[config.mk]
export PLATFORM = sky130hd
export DESIGN_NAME = xirq_ctrl
export DESIGN_NICKNAME = d
export VERILOG_FILES = /design/src/rtl/xirq_pkg.sv /design/src/rtl/xirq_sync.sv /design/src/rtl/xirq_edge.sv /design/src/rtl/xirq_req.sv /design/src/rtl/xirq_ctrl.sv
export SDC_FILE = /design/constraint.sdc
export NUM_CORES = 1
export LEC_CHECK = 0
export ABC_CLOCK_PERIOD_IN_PS = 1400
export BUFFER_PORTS_ARGS = -buffer_cell sky130_fd_sc_hd__buf_4
export CORE_ASPECT_RATIO = 1.5
export CORE_UTILIZATION = 49
export CTS_CLUSTER_DIAMETER = 200
export DETAILED_ROUTE_END_ITERATION = 10
export GPL_ROUTABILITY_DRIVEN = 0
export GPL_TIMING_DRIVEN = 0
export PLACE_DENSITY = 0.81
export SYNTH_ARGS = -nofsm -noshare
export SYNTH_HDL_FRONTEND = slang
export SYNTH_HIERARCHICAL = 1
export SYNTH_SLANG_ARGS = --single-unit
[constraint.sdc]
create_clock -name clk -period 1.4 [get_ports clk]
set_input_delay 0 -clock clk [delete_from_list [all_inputs] [get_ports clk]]
set_output_delay 0 -clock clk [all_outputs]
set_load 0.03 [all_outputs]
[src/rtl/xirq_pkg.sv]
package xirq_pkg;
   typedef enum logic [1:0] {
      XR_EXT_SEL = 2'd0,
      XR_KEY_SEL = 2'd1,
      XR_REQ     = 2'd2,
      XR_EN      = 2'd3
   } xirq_reg_e;
endpackage

[src/rtl/xirq_sync.sv]
module xirq_sync #(
   parameter int W      = 1,
   parameter int STAGES = 2
) (
   input  logic         clk,
   input  logic         rst_n,
   input  logic [W-1:0] din,
   output logic [W-1:0] dout
);
   if (STAGES < 2) begin : g_bad_stages
      $error("xirq_sync: STAGES must be at least 2");
   end
   if (W < 1) begin : g_bad_width
      $error("xirq_sync: W must be at least 1");
   end

   logic [W-1:0] stg [STAGES];

   always_ff @(posedge clk or negedge rst_n) begin
      if (!rst_n) begin
         for (int s = 0; s < STAGES; s++) stg[s] <= '0;
      end else begin
         stg[0] <= din;
         for (int s = 1; s < STAGES; s++) stg[s] <= stg[s-1];
      end
   end

   assign dout = stg[STAGES-1];
endmodule

[src/rtl/xirq_edge.sv]
module xirq_edge #(
   parameter int W = 1
) (
   input  logic         clk,
   input  logic         rst_n,
   input  logic [W-1:0] sig,
   input  logic [W-1:0] sel,
   output logic [W-1:0] hit
);
   logic [W-1:0] lvl;
   logic [W-1:0] lvl_q;

   assign lvl = sig ^ sel;

   always_ff @(posedge clk or negedge rst_n) begin
      if (!rst_n) lvl_q <= '0;
      else        lvl_q <= lvl;
   end

   assign hit = lvl & ~lvl_q;

   // no detection while pin and select both hold still
   a_r10_quiet_no_hit: assert property (@(posedge clk) disable iff (!rst_n)
      ($past(rst_n) && $stable(sig) && $stable(sel)) |-> (hit == '0));
endmodule

[src/rtl/xirq_req.sv]
module xirq_req #(
   parameter int N = 3
) (
   input  logic         clk,
   input  logic         rst_n,
   input  logic [N-1:0] hit,
   input  logic         clr_we,
   input  logic [N-1:0] clr_keep,
   output logic [N-1:0] req
);
   logic [N-1:0] req_nx;

   always_comb begin
      req_nx = req;
      if (clr_we) req_nx = req_nx & clr_keep;
      req_nx = req_nx | hit;
   end

   always_ff @(posedge clk or negedge rst_n) begin
      if (!rst_n) req <= '0;
      else        req <= req_nx;
   end

   // a detected edge always lands in the flag, write or not
   a_r6_set_wins: assert property (@(posedge clk) disable iff (!rst_n)
      (hit != '0) |=> ((req & $past(hit)) == $past(hit)));
   // bits written as 0 are gone unless hardware set them
   a_r5_clear_zero: assert property (@(posedge clk) disable iff (!rst_n)
      clr_we |=> ((req & ~$past(clr_keep) & ~$past(hit)) == '0));
   // flags only appear through a detected edge
   a_r4_set_only_by_hit: assert property (@(posedge clk) disable iff (!rst_n)
      ((req & ~$past(req) & ~$past(hit)) == '0));
endmodule

[src/rtl/xirq_ctrl.sv]
module xirq_ctrl #(
   parameter int NUM_EXT     = 2,
   parameter int KEY_W       = 8,
   parameter int DW          = 8,
   parameter int SYNC_STAGES = 2
) (
   input  logic               clk,
   input  logic               rst_n,
   input  logic [NUM_EXT-1:0] ext_pin,
   input  logic [KEY_W-1:0]   key_pin,
   input  logic [1:0]         reg_addr,
   input  logic               reg_wr,
   input  logic [DW-1:0]      reg_wdata,
   output logic [DW-1:0]      reg_rdata,
   output logic               irq_pending
);
   import xirq_pkg::*;

   localparam int NSRC = NUM_EXT + 1;
   localparam int NPIN = NUM_EXT + KEY_W;

   if (NUM_EXT < 1) begin : g_bad_ext
      $error("xirq_ctrl: NUM_EXT must be at least 1");
   end
   if (DW < KEY_W || DW < NSRC) begin : g_bad_dw
      $error("xirq_ctrl: DW too narrow for the register contents");
   end

   xirq_reg_e          sel_reg;
   logic [NUM_EXT-1:0] ext_sel;
   logic [KEY_W-1:0]   key_sel;
   logic [NSRC-1:0]    en;
   logic [NSRC-1:0]    req;
   logic [NPIN-1:0]    pin_s;
   logic [NUM_EXT-1:0] ext_hit;
   logic [KEY_W-1:0]   key_hit;
   logic [NSRC-1:0]    src_hit;
   logic               req_we;

   assign sel_reg = xirq_reg_e'(reg_addr);
   assign req_we  = reg_wr && (sel_reg == XR_REQ);

   always_ff @(posedge clk or negedge rst_n) begin
      if (!rst_n) begin
         ext_sel <= '0;
         key_sel <= '0;
         en      <= '0;
      end else if (reg_wr) begin
         case (sel_reg)
            XR_EXT_SEL: ext_sel <= reg_wdata[NUM_EXT-1:0];
            XR_KEY_SEL: key_sel <= reg_wdata[KEY_W-1:0];
            XR_EN:      en      <= reg_wdata[NSRC-1:0];
            default:    ;
         endcase
      end
   end

   xirq_sync #(.W(NPIN), .STAGES(SYNC_STAGES)) u_sync (
      .clk  (clk),
      .rst_n(rst_n),
      .din  ({key_pin, ext_pin}),
      .dout (pin_s)
   );

   xirq_edge #(.W(NUM_EXT)) u_ext_edge (
      .clk  (clk),
      .rst_n(rst_n),
      .sig  (pin_s[NUM_EXT-1:0]),
      .sel  (ext_sel),
      .hit  (ext_hit)
   );

   xirq_edge #(.W(KEY_W)) u_key_edge (
      .clk  (clk),
      .rst_n(rst_n),
      .sig  (pin_s[NPIN-1:NUM_EXT]),
      .sel  (key_sel),
      .hit  (key_hit)
   );

   assign src_hit = {|key_hit, ext_hit};

   xirq_req #(.N(NSRC)) u_req (
      .clk     (clk),
      .rst_n   (rst_n),
      .hit     (src_hit),
      .clr_we  (req_we),
      .clr_keep(reg_wdata[NSRC-1:0]),
      .req     (req)
   );

   always_comb begin
      reg_rdata = '0;
      case (sel_reg)
         XR_EXT_SEL: reg_rdata[NUM_EXT-1:0] = ext_sel;
         XR_KEY_SEL: reg_rdata[KEY_W-1:0]   = key_sel;
         XR_REQ:     reg_rdata[NSRC-1:0]    = req;
         XR_EN:      reg_rdata[NSRC-1:0]    = en;
         default:    reg_rdata = '0;
      endcase
   end

   assign irq_pending = |(req & en);

   // a disabled source never drives the pending line on its own
   a_r7_pending_needs_enable: assert property (@(posedge clk) disable iff (!rst_n)
      (en == '0) |-> !irq_pending);
endmodule

==> out/results.txt <==
Detailed Routing Iterations Pass 1 = 4
Total track usage = 0.187
Nature of the critical path startpoint = flip-flop
Post-Layout Cell Count = 216
Detailed Route WL = 3.12 mm
IO buf count = 29
R2R depth = 5
Synth warn = 6
DR vias = 1060
Leak = 1.12 nW
Mapped Area = 1800 µm²
Sw Share = 0.254
Library cells used by synthesis = 21
R2R setup slack = -0.01 ns
Syn Area/Cell = 15.4 µm²
Initial antenna violation count = 0
CP arrival = 1.61 ns
Worst Skew = 0.00593 ns
Slew Viols, Final = 0
Power per Cell Area = 1340 nW/µm²
Int Power = 2.43 mW
Hold Path Cell Cnt = 3
H-tree levels = 2
Final Hold Vio Count = 0
Period utilization = 1.01
Syn-to-layout area delta = 34.8%
Final critical-path required period = 1.41 ns
Number of routed nets with antenna violations = 0
Clock latency on the worst-skew pair = 0.30 ns
GRT overflow = 0
Most frequent cells in the layout = 46 x dfrtp_1, 39 x buf_4, 19 x dlygate4sd3_1, 12 x mux2_2, 10 x and2b_2
CP endpoint kind = flip-flop
Largest net degree at the start of global routing = 47
Residual DRC = 0
Count of final setup violators = 1
Slew @ Worst Pin = 0.552 ns
Commonest non-fill, non-tap cell in the layout = dfrtp_1
Max frequency = 708 MHz
Max_cap viols = 0
CTS sink cnt = 46
Post-synthesis register bit count = 46
Core area = 3450 µm²
Switch Pwr = 829 µW
# rows = 26
Die Wd = 51.5 µm
Wire per inst = 14.4 µm
Worst VDD drop = 988 µV
Clock Power Share = 0.297
Drt initial violations = 25
Syn Nets = 140
Register share of total power = 0.498
Die Ht = 76.3 µm
CTS tree = done
Worst slew margin = 0.632
Setup_tns = -0.0119 ns
Power, Total = 3.26 mW
Ports = 32
FILL cells = 236
CTS Buf Count = 5
Dpl cells = 188
Initial core utilization = 0.523
Clock buffer depth = 2
Layout net count = 196
Critical-path maximum fanout = 2
Worst-path clk slew = 0.08 ns
Part of the power in combinational logic = 0.205
Diodes inserted = 0
Vias in the first global route = 1206
Via/cell ratio = 4.91
Min-Delay Path Class = in2reg
RSZ-0062 raised after global routing = yes
Layout cells sized above 1 = 0.489
Die area = 3930 µm²
Kind of critical path = reg2reg
Register area share after synthesis = 0.638
Status = complete, but fails checks
Required @ worst endpoint = 1.59 ns
Final worst slack = -0.0119 ns
Clk root buf = clkbuf_8
Cells after synthesis = 117
Final HPWL DP = 2.05 mm
Failing checks = setup timing
First-pass GRT wire length = 5.30 mm
[synth_stat cells, drive strengths merged]
| library cell | count | area, µm² |
|---|---|---|
| mux2 | 14 | 165 |
| nand2 | 2 | 7.51 |
| nor2b | 1 | 6.26 |
| a21o | 3 | 22.5 |
| xor2 | 10 | 87.6 |
| and2b | 10 | 87.6 |
| a222oi | 1 | 10.0 |
| buf | 12 | 97.6 |
| nand2b | 3 | 18.8 |
| dfrtp | 46 | 1150 |
| nor2 | 1 | 3.75 |
| mux4 | 2 | 52.6 |
| inv | 1 | 3.75 |
| nor4 | 2 | 12.5 |
| nand3b | 1 | 20.0 |
| nand3 | 1 | 5.00 |
| a22o | 1 | 8.76 |
| nor3b | 1 | 12.5 |
| and2 | 5 | 31.3 |
[stage by stage]
stage	worst slack [ns]	utilization	hold WS [ns]	instance area, µm²
floorplan	0.0422	-	-0.296	1800
global placement	-0.0853	0.602	0.0194	2070
detailed placement	-0.0863	0.602	0.0371	2070
CTS	-0.0305	0.700	0.112	2410
global route	-0.0751	0.705	0.121	2430
finish	-0.0119	0.705	0.119	2430
[flip-flops by register name (all words and copies together), names as in the netlist]
| signal | count |
|---|---|
| en | 3 |
| u_key_edge/lvl_q | 8 |
| u_sync/dout | 10 |
| u_ext_edge/lvl_q | 2 |
| ext_sel | 2 |
| u_sync/stg | 10 |
| u_req/req | 3 |
| key_sel | 8 |
[cells by family (layout without fill, tap and decap cells)]
group | after synthesis | in the layout | share of synthesized area
flip-flops | 46 | 46 | 0.638
AND/OR/NAND/NOR | 27 | 27 | 0.114
multiplexers | 16 | 16 | 0.121
buffers and inverters | 13 | 70 | 0.0562
XOR/XNOR | 10 | 10 | 0.0485
AO/OA/AOI/OAI | 5 | 5 | 0.0229
[routing by layer]
layer	GRT usage	share of wire
met2	0.308	0.56
met1	0.212	0.38
met4	0.0865	0.023
met3	0.0619	0.038
met5	0	0
[repair_timing]
| item | CTS | global route |
|---|---|---|
| pin swaps | 5 | 2 |
| resized for setup | 7 | 3 |
| buffers inserted | 3 | 2 |
| endpoints found under the setup margin | 3 | 2 |
| hold endpoints to repair | 69 | 0 |
| hold buffers | 19 | 0 |
[cell type report]
cell class / count / area, µm² / share of cell area
well taps: 42 / 52.6 / 0.0216
clock inverters: 3 / 45.0 / 0.0185
inverters: 1 / 3.75 / 0.00154
flip-flops and latches: 46 / 1150 / 0.473
clock buffers: 5 / 68.8 / 0.0283
multi-input cells: 58 / 594 / 0.244
plain buffers: 8 / 67.6 / 0.0278
repair buffers: 53 / 449 / 0.185
[worst paths after layout]
check | startpoint | end
setup / recovery | u_sync/dout[8]$_DFF_PN0_ | u_req/req[2]$_DFF_PN0_
hold / removal | reg_addr[1] | ext_sel[0]$_DFFE_PN0P_
setup reg to reg | u_sync/dout[8]$_DFF_PN0_ | u_req/req[2]$_DFF_PN0_
hold reg to reg | u_sync/stg[14]$_DFF_PN0_ | u_sync/dout[4]$_DFF_PN0_
max in group asynchronous | rst_n | u_sync/dout[1]$_DFF_PN0_
min in group asynchronous | rst_n | en[0]$_DFFE_PN0P_
[power groups by stage]
stage	Clock, mW	Sequential [mW]	Combinational (mW)
CTS	0.997	1.62	0.656
floorplan	0	1.60	0.389
detailed placement	0	1.63	0.560
global route	1.06	1.64	0.721
global placement	0	1.62	0.540
finish	0.970	1.62	0.669
[critical path: stages (launching register included)]
cell and delay [ns]:
dfrtp_1 0.41, xor2_2 0.19, and2b_2 0.20, nor4_2 0.26, nand2_1 0.10, a21o_1 0.15
(Power assumes the default switching activity.)
